$ cat config.mk
export PLATFORM = sky130hd
export DESIGN_NAME = sram_lane_ctrl
export DESIGN_NICKNAME = d
export VERILOG_FILES = /design/src/rtl/sram_ctrl_pkg.sv /design/src/rtl/sram_phase_timer.sv /design/src/rtl/sram_lane_mux.sv /design/src/rtl/sram_lane_ctrl.sv
export SDC_FILE = /design/constraint.sdc
export NUM_CORES = 1
export LEC_CHECK = 0
export BUFFER_PORTS_ARGS = -buffer_cell sky130_fd_sc_hd__buf_4
export CAP_MARGIN = 20
export CORE_MARGIN = 1.5
export CORE_UTILIZATION = 42
export CTS_BUF_LIST = sky130_fd_sc_hd__clkbuf_16
export CTS_CLUSTER_SIZE = 30
export DETAILED_ROUTE_END_ITERATION = 8
export PLACE_DENSITY = 0.74
export SLEW_MARGIN = 40
export SYNTH_ARGS = -nofsm -noshare
export SYNTH_HDL_FRONTEND = slang
export SYNTH_SLANG_ARGS = --single-unit
export TNS_END_PERCENT = 50
$ cat constraint.sdc
create_clock -name clk -period 1.8 [get_ports clk]
set_input_delay 0.09 -clock clk [delete_from_list [all_inputs] [get_ports clk]]
set_output_delay 0.09 -clock clk [all_outputs]
set_load 0.02 [all_outputs]
$ cat src/rtl/sram_ctrl_pkg.sv
package sram_ctrl_pkg;
  typedef enum logic [2:0] {
    ST_IDLE,
    ST_READ,
    ST_WTURN,
    ST_WSTROBE,
    ST_WEND
  } seq_state_t;
endpackage

$ cat src/rtl/sram_phase_timer.sv
module sram_phase_timer #(
  parameter int CW = 4
) (
  input  logic          clk,
  input  logic          rst_n,
  input  logic          load,
  input  logic [CW-1:0] load_val,
  output logic          expired
);
  logic [CW-1:0] cnt_q;

  always_ff @(posedge clk) begin
    if (!rst_n)           cnt_q <= '0;
    else if (load)        cnt_q <= load_val;
    else if (cnt_q != '0) cnt_q <= cnt_q - 1'b1;
  end

  assign expired = (cnt_q == '0);
endmodule

$ cat src/rtl/sram_lane_mux.sv
module sram_lane_mux #(
  parameter int LANES = 2
) (
  input  logic [LANES*8-1:0] din,
  input  logic [LANES-1:0]   mask,
  output logic [LANES*8-1:0] dout
);
  for (genvar l = 0; l < LANES; l++) begin : g_lane
    assign dout[l*8 +: 8] = mask[l] ? din[l*8 +: 8] : 8'h00;
  end
endmodule

$ cat src/rtl/sram_lane_ctrl.sv
module sram_lane_ctrl
  import sram_ctrl_pkg::*;
#(
  parameter int ADDR_W     = 16,
  parameter int DATA_W     = 16,
  parameter int RD_WAIT    = 3,
  parameter int WE_LOW     = 2,
  parameter int TURNAROUND = 1
) (
  input  logic                 clk,
  input  logic                 rst_n,
  input  logic                 req_valid,
  output logic                 req_ready,
  input  logic                 req_write,
  input  logic [ADDR_W-1:0]    req_addr,
  input  logic [DATA_W-1:0]    req_wdata,
  input  logic [DATA_W/8-1:0]  req_mask,
  output logic                 rsp_valid,
  output logic [DATA_W-1:0]    rsp_rdata,
  output logic [ADDR_W-1:0]    mem_addr,
  output logic                 mem_ce_n,
  output logic                 mem_oe_n,
  output logic                 mem_we_n,
  output logic [DATA_W/8-1:0]  mem_lane_n,
  output logic [DATA_W-1:0]    mem_dq_o,
  output logic                 mem_dq_oe,
  input  logic [DATA_W-1:0]    mem_dq_i
);
  localparam int LANES = DATA_W / 8;
  localparam int MAXP  = (RD_WAIT > WE_LOW)
                         ? ((RD_WAIT > TURNAROUND) ? RD_WAIT : TURNAROUND)
                         : ((WE_LOW > TURNAROUND) ? WE_LOW : TURNAROUND);
  localparam int CW    = $clog2(MAXP + 1);

  seq_state_t          state_q, nxt;
  logic                accept, zero_req, expired, load;
  logic [CW-1:0]       load_val;
  logic [LANES-1:0]    mask_q, mask_d;
  logic [ADDR_W-1:0]   addr_q;
  logic [DATA_W-1:0]   wdata_q, lane_data;
  logic                active_nxt;

  assign req_ready = (state_q == ST_IDLE);
  assign accept    = req_valid && req_ready;
  assign zero_req  = accept && (req_mask == '0);
  assign mask_d    = accept ? req_mask : mask_q;

  always_comb begin
    nxt = state_q;
    unique case (state_q)
      ST_IDLE:    if (accept && !zero_req) nxt = req_write ? ST_WTURN : ST_READ;
      ST_READ:    if (expired) nxt = ST_IDLE;
      ST_WTURN:   if (expired) nxt = ST_WSTROBE;
      ST_WSTROBE: if (expired) nxt = ST_WEND;
      ST_WEND:    nxt = ST_IDLE;
      default:    nxt = ST_IDLE;
    endcase
  end

  always_comb begin
    load     = (nxt != state_q);
    load_val = '0;
    unique case (nxt)
      ST_READ:    load_val = CW'(RD_WAIT - 1);
      ST_WTURN:   load_val = CW'(TURNAROUND - 1);
      ST_WSTROBE: load_val = CW'(WE_LOW - 1);
      default:    load = 1'b0;
    endcase
  end

  sram_phase_timer #(.CW(CW)) u_timer (
    .clk      (clk),
    .rst_n    (rst_n),
    .load     (load),
    .load_val (load_val),
    .expired  (expired)
  );

  sram_lane_mux #(.LANES(LANES)) u_mux (
    .din  (mem_dq_i),
    .mask (mask_q),
    .dout (lane_data)
  );

  assign active_nxt = (nxt == ST_READ) || (nxt == ST_WTURN) || (nxt == ST_WSTROBE);

  always_ff @(posedge clk) begin
    if (!rst_n) begin
      state_q    <= ST_IDLE;
      mask_q     <= '0;
      addr_q     <= '0;
      wdata_q    <= '0;
      rsp_valid  <= 1'b0;
      rsp_rdata  <= '0;
      mem_ce_n   <= 1'b1;
      mem_oe_n   <= 1'b1;
      mem_we_n   <= 1'b1;
      mem_lane_n <= '1;
      mem_dq_oe  <= 1'b0;
    end else begin
      state_q <= nxt;
      if (accept) begin
        mask_q  <= req_mask;
        addr_q  <= req_addr;
        wdata_q <= req_wdata;
      end
      rsp_valid <= zero_req || (state_q == ST_WEND) ||
                   ((state_q == ST_READ) && expired);
      if (zero_req)                            rsp_rdata <= '0;
      else if ((state_q == ST_READ) && expired) rsp_rdata <= lane_data;
      mem_ce_n   <= !active_nxt;
      mem_oe_n   <= (nxt != ST_READ);
      mem_we_n   <= (nxt != ST_WSTROBE);
      mem_lane_n <= active_nxt ? ~mask_d : '1;
      mem_dq_oe  <= (nxt == ST_WSTROBE) || (nxt == ST_WEND);
    end
  end

  assign mem_addr = addr_q;
  assign mem_dq_o = wdata_q;
endmodule

==> impl_metrics.yaml <==
place:
  portBuffers: 109
  hpwl_mm: 4.255
  gp_congestion: 0.7812
  placed_area_sq_um: 3338
cts:
  cts_tree: "yes"
  clk_latency_ns: 0.32
  numClockSinks: 62
  htree_levels: 3
  clk_pin_slew_ns: 0.05
  ctsHoldBuffers: 0
  clk_path_buf_depth: 2
  cts-root-buf: "clkbuf_16"
  cts_inserted_buffers: 9
floorplan:
  fp.coreArea_sq_um: 5540
  die_area_sq_um: 6273
  start_util: 0.4402
  die_w_um: 79.20
  dieHeight_um: 79.20
  rows: 27
  num_io_pins: 110
finish:
  finalNetCount: 443
  area_delta_synth_final_pct: 51.05
  mostFrequentLayoutCells: "119 x buf_4, 85 x nand2_1, 62 x dfxtp_1"
  final_util: 0.6649
  stdcell_area_sq_um: 3684
  drive_gt1_frac: 0.3740
  final_common_cell: "buf_4"
  diodes: 0
status:
  status: "finished, final reports clean"
setup_path:
  worstSetupPathType: "reg -> reg"
  cp_cell_sequence: "buf_4, nand2b_1, nor4_4, o31ai_2, or2_1"
  path_buf_inv: 1
  critPathTopFamily: "simple AND/OR/NAND/NOR gates"
  slowest_stage: "dfxtp_1"
  worstPathArrival_ns: 1.83
  endpoint_kind: "register"
  worst-path-max-fanout: 8
  required_ns: 2.01
  crit_path_max_incr_delay_ns: 0.39
  setup.worst_path.start_class: "register"
hold_path:
  hp-class: "in -> reg"
route:
  drt-total-wl_mm: 6.075
  drt_iter0_markers: 69
  via_per_inst: 4.834
  num_vias: 2248
  dr.pass1.iters: 4
  antenna_left: 0
  post-route-drc-count: 0
  routedWlPerCell_um: 13.06
sta:
  finalCriticalPeriod_ns: 1.625
  clock_skew_ns: 0.002587
  setup_violations: 0
  rsz0062_at_grt: "no"
  period_share: 0.9030
  fmax_mhz: 615.2
  relSlewSlack: 0.5750
  slew_viol_final: 0
  totalNegativeSetupSlack_ns: 0
  worst_pin_slew_ns: 0.6308
  finalHoldViolCount: 0
power:
  power_density_nw_per_um2: 1383
  power_mw: 5.096
  power.leakage_nw: 1.600
  vdd_drop_max_mv: 0.6986
yosys:
  syn_nets: 332
  yosysWarnings: 0
  synthCells: 277
  synth_top_cell_area_share: 0.5090
  netlist_area_sq_um: 2439
  ys_seq_elements: 62
  avgSynthCellArea_sq_um: 8.804
  yosysUniqueCellTypes: 33
  netlist_top_cells_area: "dfxtp_1 51%, nand2_1 13%, a21boi_0 10%, a21oi_1 3.5%, nand3_1 3.5%"
  yosysSeqAreaShare: 0.5090
  synth_top_cell_by_area: "dfxtp_1"
global_route:
  grt_first_pass_wirelength_mm: 9.577
  grt_max_degree: 35
  grt.overflow.total: 0
  grt_pass1_vias: 2064
  antenna_found_initial: 0
  track_usage: 0.1984
flow_run:
  maxCapViolations: 0
==> flip-flops by register name, summed over array words and instances, names as in the netlist, 2 cells and up <==
signal and cells:
mask_q 2, mem_lane_n 2, u_timer.cnt_q 2, rsp_rdata 16, state_q 3, mem_dq_o 16, mem_addr 16
==> report_power, final <==
part / internal, mW / total, mW / leakage, nW / switching, mW
sequential: 1.56 / 1.67 / 0.507 / 0.110
clock: 1.34 / 1.94 / 0.165 / 0.596
combinational: 0.641 / 1.48 / 0.928 / 0.843
total: 3.55 / 5.10 / 1.60 / 1.55
==> routing by layer <==
layer	track usage	wire length, um
met1	0.2306	2627
met2	0.3359	2923
met3	0.06092	430
met4	0.08596	94
met5	0	0
==> cell type report <==
type                            count  area, sq um
Multi-Input combinational cell    191         1079
Inverter                            3        11.26
Clock inverter                      7        112.6
Tap cell                           72        90.09
Clock buffer                        9        225.2
Fill cell                         472         1857
Timing Repair Buffer              121        924.6
Sequential cell                    62         1241
==> timing repair <==
| action | CTS | global route |
|---|---|---|
| gates resized for setup | 0 | 2 |
| buffers inserted | 0 | 0 |
| endpoints found under the setup margin | 0 | 17 |
==> through the flow <==
step	setup WS [ns]	hold WS (ns)	instances
global route	0.05813	0.02324	465
CTS	0.02872	0.02059	465
detailed placement	0.03722	0.3591	449
finish	0.1746	0.02764	465
global placement	0.07966	0.3503	449
floorplan	0.01217	0.2349	277
==> synthesized netlist by cell type, drive strengths merged <==
library cell	instances
buf	12
nor4	1
clkbuf	9
o22ai	1
nor3b	2
nand2b	3
o221a	1
and2	2
ha	1
nor2	3
dfxtp	62
nor3	1
or4b	2
mux2	1
nor2b	3
nand3	17
nand2	85
a21oi	17
o21ai	7
xor2	1
mux2i	2
o31ai	1
o21a	1
or2	2
inv	3
o2bb2ai	1
nor4b	2
a21boi	33
and2b	1
==> worst reg2reg max path, cell delays in order, from the launching register on <==
cell and delay, ns:
dfxtp_1 0.39, buf_4 0.19, nand2b_1 0.17, nor4_4 0.37, o31ai_2 0.16, or2_1 0.24
==> cells by family after synthesis <==
family	count (synthesis)	share of synthesized area
AND/OR/NAND/NOR	124	0.2381
AO/OA/AOI/OAI	62	0.1775
flip-flops	62	0.5090
buffers and inverters	24	0.05387
multiplexers	3	0.01283
XOR/XNOR	1	0.003592
adder cells (fa/ha/maj)	1	0.005130
==> worst paths after layout <==
kind | startpoint | endpoint | slack, ns | cells past startpoint
setup reg to reg | state_q[1]$_SDFF_PN0_ | mem_lane_n[1]$_SDFF_PN1_ | 0.17 | 5
hold reg to reg | rsp_rdata[3]$_SDFFE_PP0P_ | rsp_rdata[3]$_SDFFE_PP0P_ | 0.45 | 2
setup / recovery | state_q[1]$_SDFF_PN0_ | mem_lane_n[1]$_SDFF_PN1_ | 0.17 | 5
hold / removal | req_wdata[5] | mem_dq_o[5]$_SDFFE_PN0N_ | 0.03 | 3
(Power assumes the default switching activity.)
